## src/rtl/rank_pwr_pkg.sv

```systemverilog
package rank_pwr_pkg;

  typedef enum logic [2:0] {
    PS_IDLE    = 3'd0,
    PS_REF     = 3'd1,
    PS_SREF    = 3'd2,
    PS_PRE_PDN = 3'd3,
    PS_ACT     = 3'd4,
    PS_ACT_PDN = 3'd5
  } pwr_state_e;

  function automatic logic is_low(input pwr_state_e s);
    return (s == PS_SREF) || (s == PS_PRE_PDN) || (s == PS_ACT_PDN);
  endfunction

endpackage

```

## src/rtl/rank_pwr_fsm.sv

```systemverilog
module rank_pwr_fsm
  import rank_pwr_pkg::*;
#(
  parameter int TW       = 16,
  parameter int T_XP     = 6,
  parameter int T_XS     = 100,
  parameter int HOLD_CYC = 1
) (
  input  logic          clk_i,
  input  logic          rst_ni,
  input  logic [TW-1:0] cyc_i,
  input  logic          row_open_i,
  input  logic          rd_last_i,
  input  logic          bank_closed_i,
  input  logic          ref_wake_i,
  input  logic          ref_start_i,
  input  logic          ref_done_i,
  input  logic          cmd_issue_i,
  input  logic          queued_i,
  input  logic          busy_i,
  input  logic          drain_i,
  output pwr_state_e    state_o,
  output logic          low_pwr_o,
  output logic          wake_fire_o,
  output logic [TW-1:0] wake_time_o,
  output logic          pd_enter_o,
  output logic          pd_exit_o,
  output logic          pd_open_o,
  output logic          sr_enter_o,
  output logic          sr_exit_o
);

  localparam logic [TW-1:0] XP_D = TW'(T_XP);
  localparam logic [TW-1:0] XS_D = TW'(T_XS);
  localparam logic [TW-1:0] HOLD = TW'(HOLD_CYC);

  pwr_state_e    state_q, nxt, post_q;
  logic          low_q, wk_pend_q;
  logic [TW-1:0] allow_q, wk_at_q;
  logic          entry_rdy, enter, sref_wake, pdn_wake, wake_fire, wake_due;
  logic [TW-1:0] wake_at;
  logic          pd_ent_q, pd_xit_q, pd_open_q, sr_ent_q, sr_xit_q;

  assign entry_rdy = !queued_i && !busy_i;
  assign wake_at   = (cyc_i >= allow_q) ? cyc_i : allow_q;
  assign sref_wake = (state_q == PS_SREF) && (queued_i || drain_i);
  assign pdn_wake  = ((state_q == PS_PRE_PDN) || (state_q == PS_ACT_PDN)) &&
                     (cmd_issue_i || ref_wake_i);
  assign wake_fire = low_q && !wk_pend_q && (sref_wake || pdn_wake);
  assign wake_due  = wk_pend_q && (cyc_i >= wk_at_q);

  always_comb begin
    nxt   = state_q;
    enter = 1'b0;
    case (state_q)
      PS_IDLE: begin
        if (ref_start_i) nxt = PS_REF;
        else if (rd_last_i && entry_rdy) begin
          nxt   = PS_PRE_PDN;
          enter = 1'b1;
        end else if (row_open_i) nxt = PS_ACT;
      end
      PS_ACT: begin
        if (rd_last_i && entry_rdy) begin
          nxt   = PS_ACT_PDN;
          enter = 1'b1;
        end else if (bank_closed_i) begin
          nxt   = entry_rdy ? PS_PRE_PDN : PS_IDLE;
          enter = entry_rdy;
        end
      end
      PS_REF: begin
        if (ref_done_i) begin
          if (drain_i) nxt = PS_IDLE;
          else if (post_q != PS_IDLE) begin
            nxt   = ((post_q == PS_ACT_PDN) || !entry_rdy) ? PS_PRE_PDN : PS_SREF;
            enter = 1'b1;
          end else begin
            nxt   = entry_rdy ? PS_PRE_PDN : PS_IDLE;
            enter = entry_rdy;
          end
        end
      end
      PS_PRE_PDN, PS_SREF: if (wake_due) nxt = PS_IDLE;
      PS_ACT_PDN:          if (wake_due) nxt = PS_ACT;
      default: nxt = PS_IDLE;
    endcase
  end

  always_ff @(posedge clk_i or negedge rst_ni) begin
    if (!rst_ni) begin
      state_q   <= PS_IDLE;
      post_q    <= PS_IDLE;
      low_q     <= 1'b0;
      wk_pend_q <= 1'b0;
      allow_q   <= '0;
      wk_at_q   <= '0;
      pd_ent_q  <= 1'b0;
      pd_xit_q  <= 1'b0;
      pd_open_q <= 1'b0;
      sr_ent_q  <= 1'b0;
      sr_xit_q  <= 1'b0;
    end else begin
      state_q <= nxt;
      if (enter) begin
        low_q   <= 1'b1;
        allow_q <= cyc_i + HOLD;
      end
      if (wake_fire) begin
        low_q     <= 1'b0;
        wk_pend_q <= 1'b1;
        wk_at_q   <= wake_at;
        post_q    <= (pdn_wake && ref_wake_i) ? state_q : PS_IDLE;
      end else if (wake_due) begin
        wk_pend_q <= 1'b0;
      end
      if (state_q == PS_REF && ref_done_i) post_q <= PS_IDLE;
      pd_ent_q  <= enter && (nxt != PS_SREF);
      sr_ent_q  <= enter && (nxt == PS_SREF);
      pd_xit_q  <= wake_fire && (state_q != PS_SREF);
      sr_xit_q  <= wake_fire && (state_q == PS_SREF);
      pd_open_q <= (enter && nxt == PS_ACT_PDN) || (wake_fire && state_q == PS_ACT_PDN);
    end
  end

  assign state_o     = state_q;
  assign low_pwr_o   = low_q;
  assign wake_fire_o = wake_fire;
  assign wake_time_o = wake_at + (sref_wake ? XS_D : XP_D);
  assign pd_enter_o  = pd_ent_q;
  assign pd_exit_o   = pd_xit_q;
  assign pd_open_o   = pd_open_q;
  assign sr_enter_o  = sr_ent_q;
  assign sr_exit_o   = sr_xit_q;

  assert_state_legal_R1: assert property (@(posedge clk_i) disable iff (!rst_ni)
    state_q inside {PS_IDLE, PS_REF, PS_SREF, PS_PRE_PDN, PS_ACT, PS_ACT_PDN});

  assert_flag_tracks_state_R5: assert property (@(posedge clk_i) disable iff (!rst_ni)
    !wk_pend_q |-> (low_q == is_low(state_q)));

  assert_open_exit_to_act_R8: assert property (@(posedge clk_i) disable iff (!rst_ni)
    ($past(state_q) == PS_ACT_PDN) && (state_q != PS_ACT_PDN) |-> state_q == PS_ACT);

  assert_closed_exit_to_idle_R8: assert property (@(posedge clk_i) disable iff (!rst_ni)
    (($past(state_q) == PS_PRE_PDN) || ($past(state_q) == PS_SREF)) && !is_low(state_q)
      |-> state_q == PS_IDLE);

  assert_one_strobe_R10: assert property (@(posedge clk_i) disable iff (!rst_ni)
    $onehot0({pd_ent_q, pd_xit_q, sr_ent_q, sr_xit_q}));

endmodule

```

## src/rtl/rank_bank_window.sv

```systemverilog
module rank_bank_window #(
  parameter int NUM_BANKS = 8,
  parameter int TW        = 16
) (
  input  logic                    clk_i,
  input  logic                    rst_ni,
  input  logic                    wake_fire_i,
  input  logic [TW-1:0]           wake_time_i,
  input  logic [NUM_BANKS-1:0]    ld_i,
  input  logic [NUM_BANKS*TW-1:0] col_in_i,
  input  logic [NUM_BANKS*TW-1:0] pre_in_i,
  input  logic [NUM_BANKS*TW-1:0] act_in_i,
  output logic [NUM_BANKS*TW-1:0] col_o,
  output logic [NUM_BANKS*TW-1:0] pre_o,
  output logic [NUM_BANKS*TW-1:0] act_o
);

  function automatic logic [TW-1:0] tmax(input logic [TW-1:0] a, input logic [TW-1:0] b);
    return (a > b) ? a : b;
  endfunction

  for (genvar b = 0; b < NUM_BANKS; b++) begin : g_bank
    logic [TW-1:0] col_q, pre_q, act_q;
    logic [TW-1:0] col_base, pre_base, act_base;

    assign col_base = ld_i[b] ? col_in_i[b*TW +: TW] : col_q;
    assign pre_base = ld_i[b] ? pre_in_i[b*TW +: TW] : pre_q;
    assign act_base = ld_i[b] ? act_in_i[b*TW +: TW] : act_q;

    always_ff @(posedge clk_i or negedge rst_ni) begin
      if (!rst_ni) begin
        col_q <= '0;
        pre_q <= '0;
        act_q <= '0;
      end else if (wake_fire_i) begin
        col_q <= tmax(col_base, wake_time_i);
        pre_q <= tmax(pre_base, wake_time_i);
        act_q <= tmax(act_base, wake_time_i);
      end else begin
        col_q <= col_base;
        pre_q <= pre_base;
        act_q <= act_base;
      end
    end

    assign col_o[b*TW +: TW] = col_q;
    assign pre_o[b*TW +: TW] = pre_q;
    assign act_o[b*TW +: TW] = act_q;

    assert_wake_merge_R7: assert property (@(posedge clk_i) disable iff (!rst_ni)
      wake_fire_i |=> (col_q >= $past(wake_time_i)) && (pre_q >= $past(wake_time_i)) &&
                      (act_q >= $past(wake_time_i)));
  end

endmodule

```

## src/rtl/rank_lp_residency.sv

```systemverilog
module rank_lp_residency
  import rank_pwr_pkg::*;
#(
  parameter int CW = 16
) (
  input  logic          clk_i,
  input  logic          rst_ni,
  input  pwr_state_e    state_i,
  output logic [CW-1:0] total_o
);

  localparam logic [CW-1:0] ONE = CW'(1);

  logic [CW-1:0] run_q, total_q;

  always_ff @(posedge clk_i or negedge rst_ni) begin
    if (!rst_ni) begin
      run_q   <= '0;
      total_q <= '0;
    end else if (is_low(state_i)) begin
      run_q <= run_q + ONE;
    end else if (run_q != '0) begin
      total_q <= total_q + run_q;
      run_q   <= '0;
    end
  end

  assign total_o = total_q;

  assert_run_cleared_R11: assert property (@(posedge clk_i) disable iff (!rst_ni)
    !is_low(state_i) |=> run_q == '0);

endmodule

```

## src/rtl/dram_rank_pwr_ctrl.sv

```systemverilog
module dram_rank_pwr_ctrl
  import rank_pwr_pkg::*;
#(
  parameter int NUM_BANKS = 8,
  parameter int TW        = 16,
  parameter int T_XP      = 6,
  parameter int T_XS      = 100,
  parameter int HOLD_CYC  = 1
) (
  input  logic                    clk_i,
  input  logic                    rst_ni,
  input  logic                    row_open_i,
  input  logic                    rd_last_i,
  input  logic                    bank_closed_i,
  input  logic                    ref_wake_i,
  input  logic                    ref_start_i,
  input  logic                    ref_done_i,
  input  logic                    cmd_issue_i,
  input  logic                    queued_i,
  input  logic                    busy_i,
  input  logic                    drain_i,
  input  logic [NUM_BANKS-1:0]    bank_ld_i,
  input  logic [NUM_BANKS*TW-1:0] col_in_i,
  input  logic [NUM_BANKS*TW-1:0] pre_in_i,
  input  logic [NUM_BANKS*TW-1:0] act_in_i,
  output logic [2:0]              pwr_state_o,
  output logic                    low_pwr_o,
  output logic                    pd_enter_o,
  output logic                    pd_exit_o,
  output logic                    pd_open_o,
  output logic                    sr_enter_o,
  output logic                    sr_exit_o,
  output logic [NUM_BANKS*TW-1:0] col_ok_o,
  output logic [NUM_BANKS*TW-1:0] pre_ok_o,
  output logic [NUM_BANKS*TW-1:0] act_ok_o,
  output logic [TW-1:0]           idle_cyc_o
);

  localparam logic [TW-1:0] ONE = TW'(1);

  logic [TW-1:0] cyc_q;
  pwr_state_e    state;
  logic          wake_fire;
  logic [TW-1:0] wake_time;

  always_ff @(posedge clk_i or negedge rst_ni) begin
    if (!rst_ni) cyc_q <= '0;
    else         cyc_q <= cyc_q + ONE;
  end

  rank_pwr_fsm #(
    .TW(TW), .T_XP(T_XP), .T_XS(T_XS), .HOLD_CYC(HOLD_CYC)
  ) u_fsm (
    .clk_i, .rst_ni,
    .cyc_i        (cyc_q),
    .row_open_i, .rd_last_i, .bank_closed_i, .ref_wake_i, .ref_start_i,
    .ref_done_i, .cmd_issue_i, .queued_i, .busy_i, .drain_i,
    .state_o      (state),
    .low_pwr_o,
    .wake_fire_o  (wake_fire),
    .wake_time_o  (wake_time),
    .pd_enter_o, .pd_exit_o, .pd_open_o, .sr_enter_o, .sr_exit_o
  );

  rank_bank_window #(
    .NUM_BANKS(NUM_BANKS), .TW(TW)
  ) u_banks (
    .clk_i, .rst_ni,
    .wake_fire_i (wake_fire),
    .wake_time_i (wake_time),
    .ld_i        (bank_ld_i),
    .col_in_i, .pre_in_i, .act_in_i,
    .col_o       (col_ok_o),
    .pre_o       (pre_ok_o),
    .act_o       (act_ok_o)
  );

  rank_lp_residency #(
    .CW(TW)
  ) u_resid (
    .clk_i, .rst_ni,
    .state_i (state),
    .total_o (idle_cyc_o)
  );

  assign pwr_state_o = state;

endmodule

```

## config.mk

```make
export PLATFORM = sky130hd
export DESIGN_NAME = dram_rank_pwr_ctrl
export DESIGN_NICKNAME = d
export VERILOG_FILES = /design/src/rtl/rank_pwr_pkg.sv /design/src/rtl/rank_pwr_fsm.sv /design/src/rtl/rank_bank_window.sv /design/src/rtl/rank_lp_residency.sv /design/src/rtl/dram_rank_pwr_ctrl.sv
export SDC_FILE = /design/constraint.sdc
export NUM_CORES = 1
export LEC_CHECK = 0
export BUFFER_PORTS_ARGS = -buffer_cell sky130_fd_sc_hd__buf_2
export CORE_AREA = 4 4 315 317
export DETAILED_ROUTE_END_ITERATION = 6
export DIE_AREA = 0 0 319 321
export PLACE_DENSITY = 0.54
export SLEW_MARGIN = 20
export SYNTH_ARGS = -nofsm -noshare
export SYNTH_HDL_FRONTEND = slang
export SYNTH_HIERARCHICAL = 1
export SYNTH_SLANG_ARGS = --single-unit
```

## constraint.sdc

```tcl
create_clock -name clk_i -period 19.58 [get_ports clk_i]
set_input_delay 1.958 -clock clk_i [delete_from_list [all_inputs] [get_ports clk_i]]
set_output_delay 1.958 -clock clk_i [all_outputs]
set_load 0.05 [all_outputs]
```

==> flow_metrics.env, run 1 <==
export IMPL_grt_util_all_layers=0.2773
export IMPL_postCtsSetupBuffers=0
export IMPL_wl_met1_um=62180
export IMPL_clk_pin_slew_ns=0.06
export IMPL_critPathRequiredTime_ns=20.14
export IMPL_highest_layer="met5"
export IMPL_dieWidth_um=319
export IMPL_ys_flop_type="dfrtp_1"
export IMPL_final_layout_size_suffix_gt1_frac=0.4392
export IMPL_synth_area_per_cell_um2=10.87
export IMPL_skew_ns=0.02202
export IMPL_wl_met3_um=9253
export IMPL_core_area_um2=96280
export IMPL_root_buffer="clkbuf_16"
export IMPL_fmax_ghz=0.1153
export IMPL_dp_hpwl_um=106800
export IMPL_yosys_area_top_type="dfrtp_1"
export IMPL_synth_seq_cells=477
export IMPL_path_class="reg -> reg"
export IMPL_drcViolationCount=0
export IMPL_syn_nets=3904
export IMPL_nets=4694
export IMPL_worstMarginPinSlew_ns=1.152
export IMPL_cp_end_kind="flop"
export IMPL_postLayoutCoreUtil=0.4270
export IMPL_clock_latency_ns=0.68
export IMPL_grt_first_pass_wirelength_um=207800
export IMPL_rsz0062_at_grt="false"
export IMPL_cts_hold_buf=0
export IMPL_via_count=28440
export IMPL_p_leak_nw=19.61
export IMPL_grt_max_degree=155
export IMPL_arrival_ns=9.22
export IMPL_drtIter0Drc=2000
export IMPL_grt_pass1_vias=28490
export IMPL_cts_resized=0
export IMPL_routedWlPerCell_um=28.52
export IMPL_clk_path_buf_depth=3
export IMPL_wl_met2_um=70950
export IMPL_synth_top_cells_by_area="dfrtp_1 36%, mux2_2 23%, ha_1 17%, a21oi_1 3.5%, nand2_1 2.4%"
export IMPL_finalSetupTns_ns=0
export IMPL_max_vdd_ir_drop_mv=0.1528
export IMPL_startpoint_type="flop"
export IMPL_area_growth_pct=23.63
export IMPL_synth_edf_count=0
export IMPL_netlist_instances=3060
export IMPL_async_flop_share=1.000
export IMPL_outcome="finished, final reports clean"
export IMPL_hold_class="reg -> reg"
export IMPL_hold_violations=0
export IMPL_cp_max_fo=43
export IMPL_slew_headroom=0.2307
export IMPL_synth_top_area_frac=0.3589
export IMPL_n_fill_cell=9433
export IMPL_synth_top_cells_by_count="665 x mux2_2, 477 x dfrtp_1, 439 x ha_1"
export IMPL_cts_htree_levels=2
export IMPL_setup_viol=0
export IMPL_cts_sinks=477
export IMPL_drv_slew=0
export IMPL_postRouteAntennaNets=0
export IMPL_fp_row_count=114
export IMPL_ios=813
export IMPL_grt_overflow=0
export IMPL_dr_pass1_iters=5
export IMPL_antenna_found_initial=26
export IMPL_cts_inserted_buffers=59
export IMPL_gp_congestion=0.8995
export IMPL_yosysMostFrequentCell="mux2_2"
export IMPL_avgViaCountPerCell=5.478
export IMPL_yosysWarnings=6
export IMPL_netlist_area_um2=33260
export IMPL_cap_viol_max_count=0
export IMPL_die_y_um=321
export IMPL_synth_yosys_seq_area_share=0.3589
export IMPL_holdWs_ns=0.4821
export IMPL_start_util=0.3454
export IMPL_synthDistinctLibCells=80
export IMPL_dieArea_um2=102400
export IMPL_port_buffers=812
export IMPL_power_density_nw_per_um2=147.0
export IMPL_min_period_ns=8.670
export IMPL_cts_tree="done"
export IMPL_routed_wl_um=148000
export IMPL_period_share=0.4428
routing by layer:
layer / global-route usage / up-vias
met4: 0.09664 / 8
met5: 0 / -
met1: 0.3545 / 14040
met3: 0.05122 / 245
met2: 0.4717 / 1141
li1: - / 13000
critical path, cell delays in order (launching register included):
cell      delay [ns]
dfrtp_1         0.54
inv_1           0.11
ha_1            0.30
nand2b_1        0.14
a2111o_1        0.46
nand3_1         0.14
nand3_2         0.70
o21ai_0         0.63
ha_2            0.27
inv_1           0.05
ha_1            0.27
or2_2           0.32
a311oi_1        0.31
nor3_2          0.17
or3_1           0.44
a21oi_4         0.15
buf_4           0.48
inv_2           0.38
buf_4           0.38
ha_1            0.37
nand4_1         0.17
nor4_4          0.33
a22oi_1         0.15
a22oi_2         0.84
mux2_2          0.42
layout by cell type (no fill, tap or decap), types with 37 or more instances in the layout:
cell type | synthesis | final
nand3_1 | 84 | 84
nand4_1 | 78 | 78
ha_1 | 439 | 438
buf_2 | 17 | 810
o21ai_0 | 143 | 143
mux2_2 | 665 | 665
nand2_1 | 214 | 214
buf_4 | 12 | 46
inv_1 | 86 | 69
a21o_1 | 37 | 37
mux2i_1 | 49 | 49
dfrtp_1 | 477 | 477
clkbuf_16 | 0 | 61
a21oi_1 | 234 | 232
nor2_1 | 91 | 91
path summary, 6_finish.rpt:
kind                                               end  slack (ns)         startpoint  depth (start not counted)
min in group asynchronous   u_banks/g_bank[7].act_q[8]        1.26             rst_ni                          1
max in group asynchronous  u_banks/g_bank[6].pre_q[10]       15.14             rst_ni                          4
setup / recovery            u_banks/g_bank[5].pre_q[7]       10.91           cyc_q[0]                         24
hold / removal                       u_fsm/allow_q[14]        0.48  u_fsm/allow_q[14]                          2
setup reg to reg            u_banks/g_bank[5].pre_q[7]       10.91           cyc_q[0]                         24
hold reg to reg                      u_fsm/allow_q[14]        0.48  u_fsm/allow_q[14]                          2
power by group:
part           switching, mW  leakage [nW]  total, mW  internal (mW)
Sequential            0.0878          5.70       1.18           1.09
Combinational           2.59          12.8       3.60           1.01
Clock                  0.491          1.09       1.26          0.771
cell type report:
type                    instances  area [um^2]  share of cell area
well taps                    1276         1597             0.03883
flip-flops and latches        477        11940              0.2903
clock buffers                  81         1752             0.04260
clock inverters                30        469.2             0.01141
repair buffers                858         4434              0.1078
diodes                         15        37.54           0.0009129
multi-input cells            2366        20560              0.5000
inverters                      88        330.3            0.008034
logic make-up after synthesis:
family | after synthesis | synth area share
adder cells (fa/ha/maj) | 440 | 0.1658
multiplexers | 715 | 0.2404
XOR/XNOR | 57 | 0.01524
AND/OR/NAND/NOR | 614 | 0.09375
AO/OA/AOI/OAI | 540 | 0.09702
buffers and inverters | 217 | 0.02897
flip-flops | 477 | 0.3589
state kept, by name, summed over array words and instances (netlist names):
register / count
u_fsm/pd_enter_o: 1
u_fsm/wk_pend_q: 1
u_resid/run_q: 16
u_fsm/post_q: 3
u_fsm/state_o: 3
u_banks/g_bank.col_q: 128
u_fsm/pd_open_o: 1
u_fsm/low_pwr_o: 1
u_fsm/sr_enter_o: 1
u_fsm/sr_exit_o: 1
u_resid/total_o: 16
u_fsm/pd_exit_o: 1
u_banks/g_bank.act_q: 128
u_fsm/allow_q: 16
cyc_q: 16
u_banks/g_bank.pre_q: 128
u_fsm/wk_at_q: 16
through the flow:
step | instance area [um^2] | total power [mW] | cells | worst slack (ns)
after floorplan | 33260 | 3.203 | 3060 | 13.21
after global placement | 38810 | 4.730 | 5065 | 11.10
after detailed placement | 38810 | 4.790 | 5065 | 11.01
after CTS | 41030 | 6.071 | 5176 | 10.95
after global routing | 41080 | 6.420 | 5178 | 10.60
final | 41120 | 6.046 | 5191 | 10.91
Power figures use the tool's default switching activity.
==> run 2, diff against run 1 <==
--- a/config.mk
+++ b/config.mk
@@ -6,10 +6,10 @@
 export NUM_CORES = 1
 export LEC_CHECK = 0
 export BUFFER_PORTS_ARGS = -buffer_cell sky130_fd_sc_hd__buf_2
-export CORE_AREA = 4 4 315 317
+export CORE_AREA = 4 4 317 319
 export DETAILED_ROUTE_END_ITERATION = 6
-export DIE_AREA = 0 0 319 321
-export PLACE_DENSITY = 0.54
+export DIE_AREA = 0 0 321 323
+export PLACE_DENSITY = 0.53
 export SLEW_MARGIN = 20
 export SYNTH_ARGS = -nofsm -noshare
 export SYNTH_HDL_FRONTEND = slang
==> constraint.sdc (replaced) <==
create_clock -name clk_i -period 8.2 [get_ports clk_i]
set_input_delay 0.82 -clock clk_i [delete_from_list [all_inputs] [get_ports clk_i]]
set_output_delay 0.82 -clock clk_i [all_outputs]
set_load 0.05 [all_outputs]
==> flow_metrics.env, run 2 (synthesized netlist as in run 1, its figures left out) <==
export IMPL_outcome="finished, final reports clean"
export IMPL_ios=813
export IMPL_avgViaCountPerCell=5.480
export IMPL_final_common_cell="buf_2"
export IMPL_reg_top3="u_banks/g_bank.act_q: 128 flops, u_banks/g_bank.col_q: 128 flops, u_banks/g_bank.pre_q: 128 flops"
export IMPL_hold_class="in -> async"
export IMPL_drcViolationCount=0
export IMPL_gp_congestion=0.8881
export IMPL_grt_busiest_layer="met2"
export IMPL_power_density_nw_per_um2=350.4
export IMPL_routedWlPerCell_um=28.79
export IMPL_grt_first_pass_wirelength_um=208100
export IMPL_area_growth_pct=23.41
export IMPL_via_count=28620
export IMPL_max_vdd_ir_drop_mv=0.3758
export IMPL_antenna_found_initial=41
export IMPL_grt_overflow=0
export IMPL_cp_end_kind="flop"
export IMPL_nets=4706
export IMPL_clk_pin_slew_ns=0.06
export IMPL_worstMarginPinSlew_ns=1.168
export IMPL_holdWs_ns=0.2055
export IMPL_root_buffer="clkbuf_16"
export IMPL_cts_hold_buf=0
export IMPL_clk_path_buf_depth=3
export IMPL_path_class="reg -> reg"
export IMPL_multiInputGateArea_um2=20520
export IMPL_crit_slowest_cell="a21oi_2"
export IMPL_hold_violations=0
export IMPL_period_share=0.9144
export IMPL_p_leak_nw=19.57
export IMPL_dieWidth_um=321
export IMPL_path_delay_family="compound AO/OA/AOI/OAI gates"
export IMPL_rsz0062_at_grt="false"
export IMPL_path_buf_inv=4
export IMPL_layout_common_cells="810 x buf_2, 665 x mux2_2, 477 x dfrtp_1, 438 x ha_1, 232 x a21oi_1"
export IMPL_startpoint_type="flop"
export IMPL_grt_util_all_layers=0.2768
export IMPL_core_area_um2=97840
export IMPL_arrival_ns=8.01
export IMPL_slew_headroom=0.2199
export IMPL_grt_pass1_vias=28090
export IMPL_postCtsSetupBuffers=0
export IMPL_cpMostUsedCell="ha_1"
export IMPL_routed_wl_um=150300
export IMPL_dieArea_um2=103700
export IMPL_dr_pass1_iters=7
export IMPL_fp_row_count=115
export IMPL_gr_usage_met2=0.4681
export IMPL_start_util=0.3399
export IMPL_critPathRequiredTime_ns=8.72
export IMPL_seq_area_um2=11940
export IMPL_clock_latency_ns=0.65
export IMPL_dp_hpwl_um=108300
export IMPL_setup_viol=0
export IMPL_cp_max_fo=17
export IMPL_cts_sinks=477
export IMPL_n_fill_cell=9606
export IMPL_final_layout_size_suffix_gt1_frac=0.4388
export IMPL_slowest_delay_ns=0.81
export IMPL_finalSetupTns_ns=0
export IMPL_min_period_ns=7.498
export IMPL_skew_ns=0.03743
export IMPL_p_total_mw=14.38
export IMPL_grt_use_met3=0.05287
export IMPL_fmax_ghz=0.1334
export IMPL_grt_max_degree=150
export IMPL_port_buffers=812
export IMPL_cts_inserted_buffers=58
export IMPL_crit_chain="inv_1, ha_1, nand2b_1, a2111o_1, nand3_1, nand3_2, o21ai_0, ha_2, inv_1, ha_1, or2_2, a311oi_1, nor3_2, or3_1, a21oi_4, inv_2, buf_4, ha_1, nand4_1, nor4_1, a22oi_1, a21oi_2, mux2_2"
export IMPL_postRouteAntennaNets=0
export IMPL_cap_viol_max_count=0
export IMPL_met1_usage=0.3561
export IMPL_cts_tree="done"
export IMPL_drtIter0Drc=2295
export IMPL_cts_resized=0
export IMPL_cts_htree_levels=2
export IMPL_drv_slew=0
export IMPL_die_y_um=323
==> run 2: changes by cell type in the layout (fill, tap and decap cells not counted), moves of 4 or more <==
cell | previous run | this run
a31oi_2 | 3 | 7
a31oi_4 | 4 | 0
buf_4 | 46 | 56
bufinv_16 | 11 | 6
clkbuf_1 | 5 | 11
diode_2 | 15 | 24
==> run 2: final timing paths <==
check / startpoint / end / slack (ns) / depth (start not counted)
max: cyc_q[0] / u_banks/g_bank[2].pre_q[2] / 0.70 / 23
min: rst_ni / u_banks/g_bank[0].col_q[5] / 0.21 / 1
min in group clk_i: u_fsm/allow_q[14] / u_fsm/allow_q[14] / 0.49 / 2
min reg2reg: u_fsm/allow_q[14] / u_fsm/allow_q[14] / 0.49 / 2
max in group asynchronous: rst_ni / u_banks/g_bank[7].act_q[4] / 6.02 / 3
max reg2reg: cyc_q[0] / u_banks/g_bank[2].pre_q[2] / 0.70 / 23
==> run 2: layout make-up <==
| class | count | share of cell area |
|---|---|---|
| well taps | 1287 | 0.03923 |
| clock inverters | 25 | 0.007652 |
| diodes | 24 | 0.001463 |
| clock buffers | 84 | 0.04140 |
| inverters | 88 | 0.008139 |
| repair buffers | 871 | 0.1113 |
| flip-flops and latches | 477 | 0.2908 |
| multi-input cells | 2366 | 0.5000 |
==> run 2: routing by layer <==
layer / vias to the layer above / wire (um) / share of wire
met2: 1224 / 71810 / 0.48
met3: 259 / 10980 / 0.073
met5: - / 85 / 0.00057
met1: 14100 / 62050 / 0.41
li1: 13020 / - / -
met4: 14 / 5408 / 0.036
==> run 2: power breakdown <==
group | internal, mW | switching [mW] | leakage, nW
Sequential | 2.61 | 0.217 | 5.70
Combinational | 2.47 | 6.32 | 12.9
Clock | 1.63 | 1.13 | 0.993
Total | 6.71 | 7.67 | 19.6
==> run 2: stage by stage <==
stage | area, um^2 | setup WS (ns) | util | cells
after floorplan | 33260 | 1.898 | - | 3060
after global placement | 38970 | 0.8387 | 0.3983 | 5089
after detailed placement | 38970 | 0.8266 | 0.3983 | 5089
after CTS | 40980 | 0.7803 | 0.4189 | 5198
after global routing | 41010 | 0.2896 | 0.4191 | 5207
final | 41040 | 0.7015 | 0.4195 | 5222
==> run 3, diff against run 2 <==
--- a/config.mk
+++ b/config.mk
@@ -6,10 +6,11 @@
 export NUM_CORES = 1
 export LEC_CHECK = 0
 export BUFFER_PORTS_ARGS = -buffer_cell sky130_fd_sc_hd__buf_2
-export CORE_AREA = 4 4 317 319
+export CORE_AREA = 4 4 314 316
+export CTS_BUF_LIST = sky130_fd_sc_hd__clkbuf_8
 export DETAILED_ROUTE_END_ITERATION = 6
-export DIE_AREA = 0 0 321 323
-export PLACE_DENSITY = 0.53
+export DIE_AREA = 0 0 318 320
+export PLACE_DENSITY = 0.54
 export SLEW_MARGIN = 20
 export SYNTH_ARGS = -nofsm -noshare
 export SYNTH_HDL_FRONTEND = slang
==> flow_metrics.env, run 3 (synthesized netlist as in run 1, its figures left out) <==
export IMPL_dr_pass1_iters=5
export IMPL_period_share=0.9165
export IMPL_path_class="reg -> reg"
export IMPL_rrSetupSlack_ns=0.68
export IMPL_grt_max_degree=149
export IMPL_clk_path_buf_depth=3
export IMPL_area_growth_pct=22.90
export IMPL_routed_wl_um=147900
export IMPL_antenna_found_initial=29
export IMPL_met1_usage=0.3525
export IMPL_cp_depth=24
export IMPL_cap_viol_max_count=0
export IMPL_cts_resized=0
export IMPL_path_delay_family="simple AND/OR/NAND/NOR gates"
export IMPL_cts_sinks=477
export IMPL_die_y_um=320
export IMPL_drv_slew=0
export IMPL_cts_tree="done"
export IMPL_r2r_start="cyc_q[0]"
export IMPL_final_layout_size_suffix_gt1_frac=0.4409
export IMPL_grt_use_met3=0.06366
export IMPL_drtIter0Drc=1975
export IMPL_r2r_end="u_banks/g_bank[2].pre_q[8]"
export IMPL_clock_latency_ns=0.75
export IMPL_crit_start="cyc_q[0]"
export IMPL_dieWidth_um=318
export IMPL_finalSetupTns_ns=0
export IMPL_min_period_ns=7.516
export IMPL_max_vdd_ir_drop_mv=0.5393
export IMPL_gr_usage_met2=0.4749
export IMPL_postLayoutCoreUtil=0.4258
export IMPL_ios=813
export IMPL_port_buffers=812
export IMPL_grt_util_all_layers=0.2797
export IMPL_placed_cell_area_um2=38990
export IMPL_fin_area_um2=40870
export IMPL_p_total_mw=13.93
export IMPL_grt_overflow=0
export IMPL_hold_class="in -> async"
export IMPL_p_leak_nw=19.69
export IMPL_dp_hpwl_um=106900
export IMPL_setup_viol=0
export IMPL_cp_end_kind="flop"
export IMPL_routedWlPerCell_um=28.12
export IMPL_nets=4748
export IMPL_dpl_worst_slack_ns=0.6881
export IMPL_reg_top3="u_banks/g_bank.act_q: 128 flops, u_banks/g_bank.col_q: 128 flops, u_banks/g_bank.pre_q: 128 flops"
export IMPL_startpoint_type="flop"
export IMPL_n_fill_cell=9436
export IMPL_rsz0062_at_grt="false"
export IMPL_outcome="finished, final reports clean"
export IMPL_start_util=0.3465
export IMPL_postRouteAntennaNets=0
export IMPL_path_buf_inv=4
export IMPL_root_buffer="clkbuf_8"
export IMPL_gp_congestion=0.8795
export IMPL_dieArea_um2=101800
export IMPL_layout_common_cells="811 x buf_2, 665 x mux2_2, 477 x dfrtp_1, 438 x ha_1, 232 x a21oi_1"
export IMPL_reg2regPathDepth=24
export IMPL_crit_chain="inv_1, ha_1, nand2b_1, a2111o_1, nand3_1, nand3_2, o21ai_0, ha_2, inv_1, ha_1, or2_2, a311oi_1, nor3_2, nor2b_1, nand3b_1, xor2_4, inv_2, buf_12, ha_1, nand4_1, nor4_1, a22oi_1, a21oi_2, mux2_2"
export IMPL_clk_pin_slew_ns=0.06
export IMPL_cts_htree_levels=3
export IMPL_fmax_ghz=0.1331
export IMPL_grt_first_pass_wirelength_um=208400
export IMPL_arrival_ns=8.11
export IMPL_final_common_cell="buf_2"
export IMPL_cp_max_fo=25
export IMPL_cts_inserted_buffers=92
export IMPL_crit_slowest_cell="a21oi_2"
export IMPL_skew_ns=0.05852
export IMPL_critPathRequiredTime_ns=8.80
export IMPL_core_area_um2=95990
export IMPL_worstMarginPinSlew_ns=1.099
export IMPL_via_count=28740
export IMPL_postCtsSetupBuffers=0
export IMPL_power_density_nw_per_um2=340.9
export IMPL_drcViolationCount=0
export IMPL_cpMostUsedCell="ha_1"
export IMPL_fin_ws_ns=0.6844
export IMPL_fp_row_count=114
export IMPL_slew_headroom=0.2653
export IMPL_cts_hold_buf=0
export IMPL_hold_violations=0
export IMPL_slowest_delay_ns=0.81
export IMPL_grt_pass1_vias=28570
export IMPL_avgViaCountPerCell=5.462
export IMPL_grt_busiest_layer="met2"
run 3: changes by cell type in the layout (fill, tap and decap cells not counted), sizes merged:
cell    previous run  this run
diode             24        16
inv               91       124
clkbuf            84       108
clkinv            14         8
buf              871       879
bufinv             6         5
run 3: metal layers:
| metal | routed length (um) | part of all wire | vias to the layer above |
|---|---|---|---|
| met5 | 106 | 0.00072 | - |
| met4 | 4870 | 0.033 | 16 |
| met3 | 9523 | 0.064 | 245 |
| met2 | 71550 | 0.48 | 1158 |
| met1 | 61880 | 0.42 | 14190 |
| li1 | - | - | 13130 |
run 3: area by class of cell:
type / count / area [um^2] / share of cell area
flip-flops and latches: 477 / 11940 / 0.2920
well taps: 1276 / 1597 / 0.03906
repair buffers: 879 / 4614 / 0.1129
multi-input cells: 2366 / 20510 / 0.5019
clock inverters: 51 / 354.1 / 0.008663
diodes: 16 / 40.04 / 0.0009796
clock buffers: 108 / 1486 / 0.03637
inverters: 88 / 331.6 / 0.008112
run 3: power breakdown:
part | internal [mW] | switching (mW)
Sequential | 2.61 | 0.212
Clock | 1.35 | 1.13
Combinational | 2.45 | 6.19
run 3: per-stage QoR:
step	hold slack, ns	std cells
finish	0.1131	5261
global route	0.1404	5251
CTS	0.1576	5245
detailed placement	0.4851	5086
global placement	0.4774	5086
floorplan	0.4498	3060
run 3: how the worst max path moves through the flow:
stage | endpoint
after floorplan | u_banks/g_bank[5].pre_q[10]
after detailed placement | u_banks/g_bank[2].pre_q[10]
after global placement | u_banks/g_bank[3].act_q[9]
after CTS | u_banks/g_bank[2].pre_q[8]
final | u_banks/g_bank[2].pre_q[8]
after global routing | u_banks/g_bank[4].pre_q[11]
